==> config.mk <==
export PLATFORM = sky130hd
export DESIGN_NAME = dma_chain_walker
export DESIGN_NICKNAME = d
export VERILOG_FILES = /design/src/rtl/dcw_pkg.sv /design/src/rtl/dcw_link_decode.sv /design/src/rtl/dcw_desc_regs.sv /design/src/rtl/dcw_job_port.sv /design/src/rtl/dma_chain_walker.sv
export SDC_FILE = /design/constraint.sdc
export NUM_CORES = 1
export LEC_CHECK = 0
export BUFFER_PORTS_ARGS = -buffer_cell sky130_fd_sc_hd__buf_2
export CAP_MARGIN = 20
export CORE_ASPECT_RATIO = 1.4
export CORE_MARGIN = 4
export CORE_UTILIZATION = 49
export CTS_CLUSTER_DIAMETER = 100
export CTS_CLUSTER_SIZE = 20
export DETAILED_ROUTE_END_ITERATION = 6
export GPL_ROUTABILITY_DRIVEN = 1
export PLACE_DENSITY = 0.85
export SYNTH_ARGS = -nofsm -noshare
export SYNTH_HDL_FRONTEND = slang
export SYNTH_SLANG_ARGS = --single-unit
==> constraint.sdc <==
create_clock -name clk -period 2.13 [get_ports clk]
set_input_delay 0.426 -clock clk [delete_from_list [all_inputs] [get_ports clk]]
set_output_delay 0.426 -clock clk [all_outputs]
set_load 0.03 [all_outputs]
==> src/rtl/dcw_pkg.sv <==
package dcw_pkg;
  localparam int FLAG_BITS = 2;
  localparam int FLAG_DIR  = 0;
  localparam int FLAG_LAST = 1;
  localparam int WORDS_PER_DESC = 3;

  typedef enum logic [2:0] {
    ST_IDLE,
    ST_REQ,
    ST_WAIT,
    ST_EVAL,
    ST_JOB,
    ST_XFER
  } walk_state_e;
endpackage

==> src/rtl/dcw_link_decode.sv <==
module dcw_link_decode #(
  parameter int AW = 32
) (
  input  logic [AW-1:0] link_word,
  output logic [AW-1:0] next_ptr,
  output logic          to_host,
  output logic          is_last
);
  import dcw_pkg::*;
  localparam logic [AW-1:0] FLAG_MASK = AW'((1 << FLAG_BITS) - 1);

  always_comb begin
    next_ptr = link_word & ~FLAG_MASK;
    to_host  = link_word[FLAG_DIR];
    is_last  = link_word[FLAG_LAST];
  end
endmodule

==> src/rtl/dcw_desc_regs.sv <==
module dcw_desc_regs #(
  parameter int DW    = 32,
  parameter int AW    = 32,
  parameter int LEN_W = 16
) (
  input  logic          clk,
  input  logic          rst_n,
  input  logic          cap_en,
  input  logic [1:0]    cap_idx,
  input  logic [DW-1:0] cap_data,
  output logic [AW-1:0] buf_addr,
  output logic [LEN_W-1:0] buf_len,
  output logic [AW-1:0] link_word
);
  always_ff @(posedge clk) begin
    if (!rst_n) begin
      buf_addr  <= '0;
      buf_len   <= '0;
      link_word <= '0;
    end else if (cap_en) begin
      case (cap_idx)
        2'd0:    buf_addr  <= cap_data[AW-1:0];
        2'd1:    buf_len   <= cap_data[LEN_W-1:0];
        default: link_word <= cap_data[AW-1:0];
      endcase
    end
  end
endmodule

==> src/rtl/dcw_job_port.sv <==
module dcw_job_port #(
  parameter int AW    = 32,
  parameter int LEN_W = 16
) (
  input  logic             clk,
  input  logic             rst_n,
  input  logic             load,
  input  logic [AW-1:0]    in_addr,
  input  logic [LEN_W-1:0] in_len,
  input  logic             in_to_host,
  output logic             job_valid,
  input  logic             job_ready,
  output logic [AW-1:0]    job_addr,
  output logic [LEN_W-1:0] job_len,
  output logic             job_to_host,
  output logic             accepted
);
  assign accepted = job_valid && job_ready;

  always_ff @(posedge clk) begin
    if (!rst_n) begin
      job_valid   <= 1'b0;
      job_addr    <= '0;
      job_len     <= '0;
      job_to_host <= 1'b0;
    end else if (load) begin
      job_valid   <= 1'b1;
      job_addr    <= in_addr;
      job_len     <= in_len;
      job_to_host <= in_to_host;
    end else if (accepted) begin
      job_valid   <= 1'b0;
    end
  end
endmodule

==> src/rtl/dma_chain_walker.sv <==
module dma_chain_walker
  import dcw_pkg::*;
#(
  parameter int AW    = 32,
  parameter int DW    = 32,
  parameter int LEN_W = 16
) (
  input  logic             clk,
  input  logic             rst_n,
  input  logic             start_valid,
  input  logic [AW-1:0]    start_ptr,
  output logic             busy,
  output logic             done,
  output logic             err,
  output logic             mem_req_valid,
  input  logic             mem_req_ready,
  output logic [AW-1:0]    mem_req_addr,
  input  logic             mem_rsp_valid,
  input  logic [DW-1:0]    mem_rsp_data,
  input  logic             mem_rsp_err,
  output logic             job_valid,
  input  logic             job_ready,
  output logic [AW-1:0]    job_addr,
  output logic [LEN_W-1:0] job_len,
  output logic             job_to_host,
  input  logic             xfer_done
);
  localparam int WB_SHIFT = $clog2(DW / 8);
  localparam logic [AW-1:0] FLAG_MASK = AW'((1 << FLAG_BITS) - 1);
  localparam logic [1:0] LAST_IDX = 2'(WORDS_PER_DESC - 1);

  walk_state_e st;
  logic [AW-1:0]    cur_ptr;
  logic [1:0]       widx;
  logic [AW-1:0]    d_addr;
  logic [LEN_W-1:0] d_len;
  logic [AW-1:0]    d_link;
  logic [AW-1:0]    next_ptr;
  logic             d_to_host;
  logic             d_last;
  logic             cap_en;
  logic             job_load;
  logic             job_acc;
  logic             done_q;
  logic             err_q;

  assign cap_en        = (st == ST_WAIT) && mem_rsp_valid && !mem_rsp_err;
  assign job_load      = (st == ST_EVAL) && (d_len != '0);
  assign mem_req_valid = (st == ST_REQ);
  assign mem_req_addr  = cur_ptr + (AW'(widx) << WB_SHIFT);
  assign busy          = (st != ST_IDLE);
  assign done          = done_q;
  assign err           = err_q;

  dcw_desc_regs #(.DW(DW), .AW(AW), .LEN_W(LEN_W)) u_regs (
    .clk(clk), .rst_n(rst_n), .cap_en(cap_en), .cap_idx(widx),
    .cap_data(mem_rsp_data), .buf_addr(d_addr), .buf_len(d_len),
    .link_word(d_link)
  );

  dcw_link_decode #(.AW(AW)) u_link (
    .link_word(d_link), .next_ptr(next_ptr),
    .to_host(d_to_host), .is_last(d_last)
  );

  dcw_job_port #(.AW(AW), .LEN_W(LEN_W)) u_job (
    .clk(clk), .rst_n(rst_n), .load(job_load), .in_addr(d_addr),
    .in_len(d_len), .in_to_host(d_to_host), .job_valid(job_valid),
    .job_ready(job_ready), .job_addr(job_addr), .job_len(job_len),
    .job_to_host(job_to_host), .accepted(job_acc)
  );

  always_ff @(posedge clk) begin
    if (!rst_n) begin
      st      <= ST_IDLE;
      cur_ptr <= '0;
      widx    <= '0;
      done_q  <= 1'b0;
      err_q   <= 1'b0;
    end else begin
      done_q <= 1'b0;
      case (st)
        ST_IDLE: begin
          if (start_valid) begin
            cur_ptr <= start_ptr & ~FLAG_MASK;
            widx    <= '0;
            err_q   <= 1'b0;
            st      <= ST_REQ;
          end
        end
        ST_REQ: begin
          if (mem_req_ready) st <= ST_WAIT;
        end
        ST_WAIT: begin
          if (mem_rsp_valid) begin
            if (mem_rsp_err) begin
              err_q <= 1'b1;
              st    <= ST_IDLE;
            end else if (widx == LAST_IDX) begin
              st <= ST_EVAL;
            end else begin
              widx <= widx + 2'd1;
              st   <= ST_REQ;
            end
          end
        end
        ST_EVAL: begin
          if (d_len != '0) begin
            st <= ST_JOB;
          end else if (d_last) begin
            done_q <= 1'b1;
            st     <= ST_IDLE;
          end else begin
            cur_ptr <= next_ptr;
            widx    <= '0;
            st      <= ST_REQ;
          end
        end
        ST_JOB: begin
          if (job_acc) st <= ST_XFER;
        end
        ST_XFER: begin
          if (xfer_done) begin
            if (d_last) begin
              done_q <= 1'b1;
              st     <= ST_IDLE;
            end else begin
              cur_ptr <= next_ptr;
              widx    <= '0;
              st      <= ST_REQ;
            end
          end
        end
        default: st <= ST_IDLE;
      endcase
    end
  end
endmodule

==> results.md <==
- Status: complete, but fails checks
- Failing checks: setup timing
- Root buffer cell: clkbuf_16
- CTS tree: done
- Multi-input gate area: ~4300 µm²
- Routed Antenna Nets: 0
- Vias in the first global route: about 6500
- Net Switching: between 1500 and 2000 µW
- Vias: slightly below 7000
- Endpoints failing setup: 28
- Wirelength per Cell: around 16 µm
- Placed insts: roughly 1200
- First-pass GRT wire length: ~32000 µm
- Worst IR Drop VDD: roughly 520 µV
- Hold Path Class: in -> reg
- H-tree Lvls: 4
- Sw frac: 0.253
- Die Span Y: ~150 µm
- Setup WS post-layout: -0.383 ns
- CP Capture Type: output port
- Pre-antenna DRT Iters: 5
- Routed Wire Length: approximately 20000 µm
- P&R area growth vs syn: 35.4%
- Internal: between 5000 and 6000 µW
- R2r startpoint: u_regs.buf_len[5]
- CP startpoint kind: register
- Main area contributors after synthesis: dfxtp_1 45%, nand2_1 15%, a21boi_0 9.3%
- Sequential Power Share: 0.424
- Total grt overflow: 0
- Mapped Avg Cell Area: about 8.5 µm²
- Max frequency: approximately 0.40 GHz
- Register area share after synthesis: 0.449
- Top_reg_cell synth: dfxtp_1
- Most common cell in the netlist: nand2_1
- Total core area: about 15000 µm²
- Cell taking the most area after synthesis: dfxtp_1
- Post-synth ARST share: 0
- Post-Synthesis Cells: between 800 and 900
- Initial antenna violation count: 4
- Post-CTS Hold Fix Bufs: 0
- Fill cells: roughly 1200
- DR vias/cell: between 5 and 6
- Post-route insts no fill: approximately 1300
- CP Launch Point: cur_ptr[2]
- FF+latch area: about 3400 µm²
- Routability cong.: roughly 0.9
- Pwr/cell area: between 700 and 800 nW/µm²
- Total of warnings raised by yosys: 0
- Slew HR: 0.660
- Top post-synthesis cells by count: 293 x nand2_1, 167 x dfxtp_1, 92 x a21boi_0
- Die width: 112 µm
- Yosys reg bits: approximately 170
- Rows: 53
- Clock buffer count from CTS: 17
- IO buf count: 153
- Final HPWL DP: 13900 µm
- Max-cap violation count: 0
- Reg clk slew, reported paths: 0.07 ns
- Worst EP arrival: between 2 and 2.5 ns
- Clock Tree Buf Depth: 2
- Fin. Hold Viols: 0
- IO Pins: between 150 and 200
- Largest net degree at the start of global routing: 81
- Initial Util: 0.497
- Final period utilization: 1.18
- Worst-margin pin slew: between 0.5 and 0.6 ns
- DR iter-0 viols: approximately 430
- Distinct cells, synth: 48
- P_leak: roughly 0.0045 µW
- DRC Markers: 0
- Critical Path RT: around 1.7 ns
- CP max FO: 7
- Gate power share: 0.144
- Min cycle time layout: ~2.5 ns
- Die Area: around 17000 µm²
- Sum Neg Setup Slack: -7.86 ns
- Layout cells sized above 1: 0.301
- WS Path Type: reg -> out
- Clk Latency, worst-skew pair: around 0.42 ns
- CTS sink cnt: approximately 170
- Final Max Slew Viols: 0
- Number of synthesized flops with an enable pin: 0
- RSZ-0062 raised after global routing: true
- Gr usage total: 0.229
- Area share of the largest cell type after synthesis: 0.449
- Clock network power share: 0.432
- Post-Synthesis Cell Area: around 7400 µm²
- Worst Hold Launch: mem_rsp_data[26]
- # nets final: 1125
- Final core utilization: 0.673
- Setup Skew: 0.0112 ns
-- per-stage QoR --
step | hold WS (ns) | power, µW | setup slack [ns] | area, µm²
global placement | 0.441 | 4350 | -0.145 | 9000
floorplan | 0.434 | 4010 | -0.137 | 7710
finish | 0.267 | 7790 | -0.383 | 10100
CTS | 0.247 | 7830 | -0.389 | 9970
detailed placement | 0.445 | 4370 | -0.197 | 9000
global route | 0.255 | 8080 | -0.485 | 10100
-- layer usage --
metal,track usage,part of all wire,wire length (µm),vias to the layer above
met1,0.279,0.41,8250,3210
met5,0,0,0,-
li1,-,-,-,3286
met3,0.0465,0.047,948,43
met4,0.0991,0.031,622,0
met2,0.390,0.51,10400,222
-- critical path: stages, from the launching register on --
cell	delay (ns)
dfxtp_2	0.35
ha_4	0.15
fa_2	0.23
nand3_4	0.08
nor3_4	0.15
buf_12	0.16
buf_12	0.11
nand3_4	0.06
xnor2_2	0.21
buf_6	0.16
-- power by group through the flow --
| stage | Clock, µW | Sequential (µW) | Combinational [µW] |
|---|---|---|---|
| after floorplan | 0 | 3380 | 627 |
| final | 3370 | 3300 | 1120 |
| after CTS | 3430 | 3300 | 1100 |
| after detailed placement | 0 | 3360 | 1010 |
| after global placement | 0 | 3360 | 990 |
| after global routing | 3570 | 3310 | 1190 |
-- what timing repair did --
action | CTS | global route
buffers inserted | 4 | 4
pin swaps | 26 | 12
gates resized for setup | 81 | 14
endpoints found under the setup margin | 29 | 32
hold endpoints to repair | 0 | 0
-- area by class of cell --
type | instances | area share
Clock inverter | 14 | 0.0220
Clock buffer | 18 | 0.0425
Tap cell | 192 | 0.0238
Timing Repair Buffer | 219 | 0.154
Multi-Input combinational cell | 635 | 0.422
Sequential cell | 167 | 0.332
Antenna cell | 4 | 0.000992
Inverter | 7 | 0.00260
-- layout by cell type (no fill, tap or decap), drive strengths merged, types with 4 or more instances in the layout --
cell type,netlist,routed
nand2b,6,6
nor2,13,13
clkinv,0,4
ha,5,5
nand4,11,11
a21boi,129,129
diode,0,4
clkbuf,29,18
inv,7,10
xor2,8,8
o211a,30,30
bufinv,0,5
nor3,4,4
xnor2,21,21
nand2,293,293
a21oi,7,7
nand3,30,30
nor4,6,6
mux2i,33,33
buf,36,219
dfxtp,167,167
-- cells by family (layout without fill, tap and decap cells) --
logic type,count (synthesis),count (layout),synth area share
DFF,167,167,0.449
muxes,33,33,0.0443
xor gates and xnor gates,29,29,0.0341
adders and majority gates,6,6,0.0111
AOI/OAI and AO/OA,183,183,0.193
and+or+nand+nor,382,382,0.224
other,1,6,0.000503
buffers and inverters,72,258,0.0440
-- registers in the layout (all words and copies together) (netlist names), 2 cells and up --
signal / cells
cur_ptr: 30
u_regs.buf_len: 16
u_job.job_len: 16
u_job.job_addr: 32
u_regs.link_word: 32
u_regs.buf_addr: 32
st: 3
widx: 2
-- path summary, 6_finish.rpt --
path	to	slack [ns]	cells after the start
hold / removal	u_regs.buf_addr[26]	0.27	3
hold reg to reg	u_regs.link_word[10]	0.45	2
setup / recovery	mem_req_addr[18]	-0.38	9
setup reg to reg	cur_ptr[3]	0.16	6
Note: power is estimated with default switching activity, not from simulation.
